### src/rtl/sdc_pkg.sv
package sdc_pkg;

  localparam int CNT_W      = 4;
  localparam int NUM_PHASES = 6;
  localparam int IDX_W      = 3;

  // Re-code an 8-4-2-1 count into 4-4-2-1 ladder weighting (valid up to 11).
  function automatic logic [CNT_W-1:0] to_ladder(input logic [CNT_W-1:0] c);
    logic [CNT_W-1:0] r;
    r[3] = c[3];
    r[2] = c[3] | c[2];
    r[1] = c[1];
    r[0] = c[0];
    return r;
  endfunction

  // Ceiling for the current phase: the leading digit has the larger limit.
  function automatic logic [CNT_W-1:0] phase_limit(input logic lead_phase,
                                                   input logic [CNT_W-1:0] lim_lead,
                                                   input logic [CNT_W-1:0] lim_rest);
    return lead_phase ? lim_lead : lim_rest;
  endfunction

  // Position of the set bit in a one-hot vector.
  function automatic logic [IDX_W-1:0] onehot_pos(input logic [NUM_PHASES-1:0] oh);
    logic [IDX_W-1:0] p;
    p = '0;
    for (int i = 0; i < NUM_PHASES; i++) begin
      if (oh[i]) p = IDX_W'(i);
    end
    return p;
  endfunction

endpackage

### src/rtl/sdc_sync.sv
module sdc_sync #(
  parameter int STAGES = 2
) (
  input  logic clk,
  input  logic rst,
  input  logic d_async,
  output logic q_sync
);
  logic [STAGES-1:0] chain_q;

  generate
    for (genvar g = 0; g < STAGES; g++) begin : g_stage
      if (g == 0) begin : g_first
        always_ff @(posedge clk) begin
          if (rst) chain_q[0] <= 1'b0;
          else     chain_q[0] <= d_async;
        end
      end else begin : g_next
        always_ff @(posedge clk) begin
          if (rst) chain_q[g] <= 1'b0;
          else     chain_q[g] <= chain_q[g-1];
        end
      end
    end
  endgenerate

  assign q_sync = chain_q[STAGES-1];
endmodule

### src/rtl/sdc_phase_seq.sv
module sdc_phase_seq #(
  parameter int N = 6
) (
  input  logic         clk,
  input  logic         rst,
  input  logic         advance,
  output logic [N-1:0] phase_q,
  output logic         wrap_next
);
  // Ring shift register; a single stage is active per subperiod.
  always_ff @(posedge clk) begin
    if (rst)          phase_q <= N'(1);
    else if (advance) phase_q <= {phase_q[N-2:0], phase_q[N-1]};
  end

  // The next advance lands on ZERO when the last stage is active.
  assign wrap_next = phase_q[N-1];
endmodule

### src/rtl/sdc_pulse_counter.sv
module sdc_pulse_counter #(
  parameter int W = 4
) (
  input  logic         clk,
  input  logic         rst,
  input  logic         clear,
  input  logic         arm,
  input  logic         pulse,
  input  logic         stop,
  input  logic [W-1:0] limit,
  output logic [W-1:0] count_q,
  output logic         enable_q,
  output logic         inc_event,
  output logic         limit_event,
  output logic         stop_event
);
  logic [W-1:0] count_plus;

  assign count_plus  = count_q + W'(1);
  assign stop_event  = enable_q & stop & ~clear;
  assign inc_event   = enable_q & pulse & ~stop & ~clear;
  assign limit_event = inc_event & (count_plus == limit);

  always_ff @(posedge clk) begin
    if (rst) begin
      count_q  <= '0;
      enable_q <= 1'b0;
    end else if (clear) begin
      count_q  <= '0;
      enable_q <= arm;
    end else begin
      if (inc_event) count_q <= count_plus;
      if (stop_event || limit_event) enable_q <= 1'b0;
    end
  end
endmodule

### src/rtl/subperiod_digitizer_ctrl.sv
module subperiod_digitizer_ctrl
  import sdc_pkg::*;
#(
  parameter int LIMIT_LEAD  = 11,
  parameter int LIMIT_REST  = 9,
  parameter int SYNC_STAGES = 2
) (
  input  logic                  clk,
  input  logic                  rst,
  input  logic                  sub_tick,
  input  logic                  osc_pulse,
  input  logic                  cmp_raw,
  output logic [NUM_PHASES-1:0] phase_onehot,
  output logic                  counting,
  output logic [CNT_W-1:0]      count_bin,
  output logic [CNT_W-1:0]      ladder_code,
  output logic                  digit_valid,
  output logic [IDX_W-1:0]      digit_idx,
  output logic [CNT_W-1:0]      digit_val
);
  localparam logic [CNT_W-1:0] LIM_LEAD_C = CNT_W'(LIMIT_LEAD);
  localparam logic [CNT_W-1:0] LIM_REST_C = CNT_W'(LIMIT_REST);

  // Named internal events, visible to the bound checker.
  logic             cmp_sync;
  logic             wrap_next;
  logic             in_zero;
  logic             in_lead;
  logic             inc_event;
  logic             limit_event;
  logic             stop_event;
  logic             digit_done;
  logic [CNT_W-1:0] cur_limit;
  logic [IDX_W-1:0] phase_pos;

  sdc_sync #(.STAGES(SYNC_STAGES)) u_cmp_sync (
    .clk     (clk),
    .rst     (rst),
    .d_async (cmp_raw),
    .q_sync  (cmp_sync)
  );

  sdc_phase_seq #(.N(NUM_PHASES)) u_seq (
    .clk       (clk),
    .rst       (rst),
    .advance   (sub_tick),
    .phase_q   (phase_onehot),
    .wrap_next (wrap_next)
  );

  assign in_zero    = phase_onehot[0];
  assign in_lead    = phase_onehot[1];
  assign cur_limit  = phase_limit(in_lead, LIM_LEAD_C, LIM_REST_C);
  assign phase_pos  = onehot_pos(phase_onehot);
  assign digit_done = sub_tick & ~in_zero;

  sdc_pulse_counter #(.W(CNT_W)) u_cnt (
    .clk         (clk),
    .rst         (rst),
    .clear       (sub_tick),
    .arm         (~wrap_next),
    .pulse       (osc_pulse),
    .stop        (cmp_sync),
    .limit       (cur_limit),
    .count_q     (count_bin),
    .enable_q    (counting),
    .inc_event   (inc_event),
    .limit_event (limit_event),
    .stop_event  (stop_event)
  );

  assign ladder_code = to_ladder(count_bin);

  // Capture of the finished digit for display storage.
  always_ff @(posedge clk) begin
    if (rst) begin
      digit_valid <= 1'b0;
      digit_idx   <= '0;
      digit_val   <= '0;
    end else begin
      digit_valid <= digit_done;
      if (digit_done) begin
        digit_idx <= phase_pos - IDX_W'(1);
        digit_val <= count_bin;
      end
    end
  end
endmodule

### config.mk
export PLATFORM = sky130hd
export DESIGN_NAME = subperiod_digitizer_ctrl
export DESIGN_NICKNAME = d
export VERILOG_FILES = /design/src/rtl/sdc_pkg.sv /design/src/rtl/sdc_sync.sv /design/src/rtl/sdc_phase_seq.sv /design/src/rtl/sdc_pulse_counter.sv /design/src/rtl/subperiod_digitizer_ctrl.sv
export SDC_FILE = /design/constraint.sdc
export NUM_CORES = 1
export LEC_CHECK = 0
export BUFFER_PORTS_ARGS = -buffer_cell sky130_fd_sc_hd__buf_2
export CORE_MARGIN = 2
export CORE_UTILIZATION = 55
export CTS_BUF_LIST = sky130_fd_sc_hd__clkbuf_8
export CTS_CLUSTER_SIZE = 8
export DETAILED_ROUTE_END_ITERATION = 6
export PLACE_DENSITY = 0.85
export REMOVE_ABC_BUFFERS = 1
export SLEW_MARGIN = 20
export SYNTH_ARGS = -nofsm -noshare
export SYNTH_HDL_FRONTEND = slang
export SYNTH_SLANG_ARGS = --single-unit
### constraint.sdc
create_clock -name clk -period 2.6 [get_ports clk]
set_clock_uncertainty 0.05 [all_clocks]
set_input_delay 0.26 -clock clk [delete_from_list [all_inputs] [get_ports clk]]
set_output_delay 0.26 -clock clk [all_outputs]
set_load 0.03 [all_outputs]
==> metrics.txt, run 1 <==
first-pass GRT wire length 2670 microns; outcome finished, final reports clean; TritonCTS clock tree done; Final setup viols 0; post_cts resized 0; Static Leak just over 0.5 nW; CTS clk-pin slew, worst paths about 70 ps; Die W ~44 microns; worst r2r path cells 5; gr ovfl total 0; worst min path class in2reg; CP Data Arrival Time ~1500 ps; Clk Latency, worst-skew pair between 200 and 300 ps; hold buffers post-CTS 0; final setup TNS 0 ps; met3 routed WL 91 microns; Setup crit end digit_idx[2]; Final #Nets 125; Met1 Routed Length between 600 and 700 microns; number of synthesized flops with an enable pin 0; maximum clock rate roughly 690 MHz; Mapped Cells 94; final WL 1530 microns; Synth top area share about 47%; top-count cell post-synth dfxtp_1; Warnings, synthesis 0; Initial DRC Count 9; ANT cells 0; TritonRoute pass-1 iters 4; DR WL/cell 11.5 microns; R2R Setup Slk about 1200 ps; HPWL after detailed placement between 1000 and 1500 microns; Least-Margin Pin Slew between 400 and 500 ps; end of the worst register-to-register path digit_idx[2]; startpoint class of the critical path register; cell area after layout between 1000 and 1500 sq um; leading area contributor after synthesis dfxtp_1; top sig layer met4; CP endpoint kind register; crit path max-delay cell type dfxtp_1; share of cells above drive strength 1 29.1%; die height 44.4 microns; routed via count just over 700; RR Startpoint u_seq.phase_q[4]; starting density of the core around three fifths; Vias/cell roughly 5.4; Yosys reg bits 21; Worst Setup SP u_seq.phase_q[4]; clk root buf clkbuf_8; largest net degree at the start of global routing 24; I/O Buffers 27; final hold viol count 0; Crit path largest cell delay ~410 ps; area post-placement between 1000 and 1500 sq um; syn avg cell area around 9.5 sq um; Longest Clk Path Bufs 2; post-synthesis sequential area ratio between 40 and 50%; overall routing resource usage between 10% and 20%; Max VDD drop 0.305 mV; number of global-route vias before repair roughly 620; fin crit period 1450 ps; WHS 170 ps; area of the core roughly 1500 sq um; row count 14; die area 1970 sq um; WP data required about 2700 ps; clk sink count 21; critical path class reg2reg; post-route ant nets 0; WL met2 about 760 microns; filler instances 133; residual DRC count 0; power per cell area ~570 nW/um^2; area growth from synthesis to layout 16.9%; Mapped Area 896 sq um; Main synth FF type dfxtp_1; crit-path cells inv_1 -> a221oi_1 -> ha_1 -> xnor2_1 -> a21o_1; Async SR Flop Fraction 0%; Ports 28; Final Max Slew Viols 0; antenna violations before repair 0; post-CTS setup buffer count 0; Netlist cell types 28; Area contributors post-synth dfxtp_1 (47%), mux2i_1 (7.8%), nor2_1 (4.2%), nand2_1 (3.8%), buf_4 (3.4%); Crit Path Max Fanout 6; slew margin rel. about two thirds; period utilization between 50% and 60%; htree depth 1; RePlAce Congestion around 0.73; Max-Cap Viols 0; top cells by count, synth dfxtp_1 (21), nor2_1 (10), nand2_1 (9); RSZ-0062 raised after global routing false; CTS Buf Count 3
[cell families after synthesis]
logic type / Yosys count / share of synthesized area [%]
compound gates: 14 / 11.2
xor+xnor: 4 / 3.91
fa+ha+maj: 2 / 2.79
buf+inv: 10 / 6.28
flops: 21 / 46.9
mux: 7 / 7.82
simple gates: 36 / 21.1
[layout make-up]
cell class / count / area [sq um] / area share (%)
clock buffers: 3 / 41.3 / 3.94
clock inverters: 1 / 3.75 / 0.358
inverters: 2 / 7.51 / 0.717
multi-input cells: 63 / 419 / 40.0
flip-flops and latches: 21 / 420 / 40.1
well taps: 16 / 20.0 / 1.91
repair buffers: 27 / 135 / 12.9
[worst min path at each step]
| stage | from | endpoint | cells past startpoint |
|---|---|---|---|
| 3_3_place_gp | u_cmp_sync.chain_q[0] | u_cmp_sync.q_sync | 1 |
| 5_1_grt | cmp_raw | u_cmp_sync.chain_q[0] | 2 |
| 6_report | cmp_raw | u_cmp_sync.chain_q[0] | 2 |
| 3_5_place_dp | u_cmp_sync.chain_q[0] | u_cmp_sync.q_sync | 1 |
| 2_1_floorplan | rst | digit_val[0] | 1 |
| 4_1_cts | cmp_raw | u_cmp_sync.chain_q[0] | 2 |
[per-layer routing]
layer,vias to the layer above,GRT usage (%)
met5,-,0
met4,0,3.64
met3,2,3.67
met2,23,31.8
met1,332,23.1
li1,363,-
[flip-flops by register name, summed over array words and instances, names as in the netlist]
name	cells
u_seq.phase_q	6
digit_idx	3
digit_val	4
u_cmp_sync.chain_q	1
u_cnt.count_q	4
digit_valid	1
u_cmp_sync.q_sync	1
u_cnt.enable_q	1
[power by group]
group,switching (mW),total (mW),internal (mW)
sequential,0.00698,0.338,0.331
clock,0.0903,0.195,0.105
combinational,0.0424,0.0672,0.0248
total,0.140,0.600,0.461
[metrics by stage]
| stage | utilization [%] | power [mW] | worst slack, ps | cells |
|---|---|---|---|---|
| after global placement | 65.8 | 0.411 | 1180 | 129 |
| after global routing | 68.7 | 0.628 | 1010 | 133 |
| final | 68.7 | 0.600 | 1150 | 133 |
| after floorplan | - | 0.388 | 908 | 86 |
| after detailed placement | 65.8 | 0.413 | 1150 | 129 |
| after CTS | 68.7 | 0.607 | 1150 | 133 |
[worst max-delay path, delay by kind of cell, from the launching register on]
| kind | cells | cell delay, ps |
|---|---|---|
| compound gates | 2 | 520 |
| xor+xnor | 1 | 70 |
| fa+ha+maj | 1 | 230 |
| buf+inv | 1 | 60 |
| flops | 1 | 410 |
[placed cells by master (no fill, tap or decap)]
cell and count:
or2_2 2, or3_1 1, nor3_1 3, and4bb_4 1, nand2b_1 2, mux2i_1 7
ha_1 2, clkbuf_8 3, a21o_1 3, xnor2_1 2, nand2_1 9, xor2_1 2
a2111oi_2 1, a221oi_1 1, nand3b_1 1, a31o_1 1, nor2_1 10, inv_1 3
buf_2 27, nand4_1 1, o21ai_0 1, o31ai_1 1, nor2b_1 3, nor3b_1 3
a21oi_1 5, dfxtp_1 21, a211oi_1 1
Note: power is estimated with default switching activity, not from simulation.
==> run 2, diff against run 1 <==
--- a/config.mk
+++ b/config.mk
@@ -7,11 +7,11 @@
 export LEC_CHECK = 0
 export BUFFER_PORTS_ARGS = -buffer_cell sky130_fd_sc_hd__buf_2
 export CORE_MARGIN = 2
-export CORE_UTILIZATION = 55
+export CORE_UTILIZATION = 51
 export CTS_BUF_LIST = sky130_fd_sc_hd__clkbuf_8
 export CTS_CLUSTER_SIZE = 8
 export DETAILED_ROUTE_END_ITERATION = 6
-export PLACE_DENSITY = 0.85
+export PLACE_DENSITY = 0.8
 export REMOVE_ABC_BUFFERS = 1
 export SLEW_MARGIN = 20
 export SYNTH_ARGS = -nofsm -noshare
==> constraint.sdc (replaced) <==
create_clock -name clk -period 1.5 [get_ports clk]
set_clock_uncertainty 0.05 [all_clocks]
set_input_delay 0.15 -clock clk [delete_from_list [all_inputs] [get_ports clk]]
set_output_delay 0.15 -clock clk [all_outputs]
set_load 0.03 [all_outputs]
==> run 2 against run 1 <==
  * Sequential power grew 73%
  * Critical path type unchanged
  * Cell count grew 3.0%
  * Sequential share of layout area shrank 1.0 points
  * Worst setup slack lost 1000 ps
  * Worst hold slack lost 120 ps
  * Wire length grew 9.2%
  * Total power grew 76%
==> metrics.txt, run 2 (synthesis results as in run 1) <==
worst r2r path cells 5; I/O Buffers 27; Crit path depth 5; crit-path cells inv_1 -> a221oi_2 -> ha_1 -> xnor2_1 -> a21o_1; area growth from synthesis to layout 20.4%; Top reg by flops u_seq.phase_q; period utilization 89.6%; Final Max Slew Viols 0; Vias/cell between 5 and 6; CP endpoint kind register; power per cell area just under 1000 nW/um^2; residual DRC count 0; Max VDD drop 0.639 mV; max reg flops 6; CP delay by family, top compound AO/OA/AOI/OAI gates; hold buffers post-CTS 0; clk sink count 21; area of the core 1690 sq um; worst min path class in2reg; Setup crit end digit_idx[2]; number of global-route vias before repair between 600 and 700; RR Startpoint u_seq.phase_q[4]; share of cells above drive strength 1 roughly 33%; most frequent cells in the layout buf_2 (27), dfxtp_1 (20), nor2_1 (10), nand2_1 (9), mux2i_1 (7); Final #Nets approximately 130; startpoint class of the critical path register; HPWL after detailed placement approximately 1200 microns; Final setup viols 0; Crit path largest cell delay 380 ps; overall routing resource usage approximately 18%; TritonCTS clock tree done; TritonRoute pass-1 iters 4; RSZ-0062 raised after global routing false; Least-Margin Pin Slew approximately 490 ps; first-pass GRT wire length ~2700 microns; outcome finished, final reports clean; die height between 40 and 50 microns; Static Leak roughly 0.52 nW; slew margin rel. 67.5%; filler instances 147; maximum clock rate approximately 740 MHz; antenna violations before repair 0; clk root buf clkbuf_8; post-route ant nets 0; WP data required between 1500 and 2000 ps; starting density of the core around 53%; CP Data Arrival Time 1450 ps; hold_sp cmp_raw; largest net degree at the start of global routing 24; top flop regs u_seq.phase_q (6), digit_val (4), u_cnt.count_q (4); row count 15; Finished Core Util between 60% and 70%; ANT cells 0; gr ovfl total 0; final setup TNS 0 ps; final WL 1670 microns; Clk Latency, worst-skew pair around 250 ps; Die W approximately 46 microns; R2R Setup Slk around 160 ps; fin crit period roughly 1300 ps; CTS Buf Count 3; htree depth 1; DR WL/cell between 10 and 15 microns; routed via count about 740; Final Power approximately 1.1 mW; Longest Clk Path Bufs 2; most common cell after layout, fill and taps aside buf_2; die area about 2100 sq um; Ports 28; crit path max-delay cell type dfxtp_2; Worst Setup SP u_seq.phase_q[4]; Bufs and invs on worst path 1; critical path class reg2reg; end of the worst register-to-register path digit_idx[2]; Max-Cap Viols 0; Initial DRC Count 8; Crit Path Max Fanout 6; RePlAce Congestion approximately 0.76; final hold viol count 0; CTS clk-pin slew, worst paths approximately 70 ps
-- run 2: changes by cell type in the layout (fill, tap and decap cells not counted) --
cell      previous run  this run
buf_4                0         3
a221oi_2             0         1
dfxtp_1             21        20
a221oi_1             1         0
dfxtp_2              0         1
-- run 2: where the power goes --
| group | total (mW) | internal, mW | switching, mW |
|---|---|---|---|
| combinational | 0.121 | 0.0459 | 0.0746 |
| sequential | 0.586 | 0.574 | 0.0120 |
| clock | 0.350 | 0.182 | 0.168 |
-- run 2: worst min-delay path by stage --
stage | endpoint | slack [ps] | depth (start not counted)
after floorplan | digit_val[0] | 170 | 1
after global placement | u_cmp_sync.chain_q[0] | 310 | 2
after global routing | u_cmp_sync.chain_q[0] | 70 | 2
after CTS | u_cmp_sync.chain_q[0] | 50 | 2
after detailed placement | u_cmp_sync.chain_q[0] | 310 | 2
final | u_cmp_sync.chain_q[0] | 50 | 2
-- run 2: metal layers --
| layer | up-vias | GRT usage (%) | routed length (microns) |
|---|---|---|---|
| li1 | 371 | - | - |
| met1 | 332 | 21.2 | 738 |
| met2 | 33 | 27.5 | 766 |
| met3 | 6 | 4.76 | 119 |
| met4 | 0 | 14.3 | 49 |
| met5 | - | 0 | 0 |
-- run 2: cell type report --
cell class | count | area [sq um] | share of cell area [%]
multi-input cells | 63 | 425 | 39.4
flip-flops and latches | 21 | 422 | 39.1
repair buffers | 30 | 158 | 14.6
clock buffers | 3 | 41.3 | 3.83
well taps | 17 | 21.3 | 1.97
inverters | 2 | 7.51 | 0.696
clock inverters | 1 | 3.75 | 0.348
-- run 2: timing repair --
action,CTS,global route
setup endpoints to repair,0,2
buffers inserted,0,0
gates resized for setup,0,2
-- run 2: metrics by stage --
| step | cell area (sq um) | setup slack (ps) | hold slack (ps) | instances |
|---|---|---|---|---|
| 2_1_floorplan | 847 | -192 | 169 | 86 |
| 3_3_place_gp | 1030 | 125 | 307 | 133 |
| 3_5_place_dp | 1030 | 13.3 | 314 | 133 |
| 4_1_cts | 1070 | 0.654 | 47.2 | 137 |
| 5_1_grt | 1080 | 33.0 | 66.7 | 137 |
| 6_report | 1080 | 155 | 48.3 | 137 |
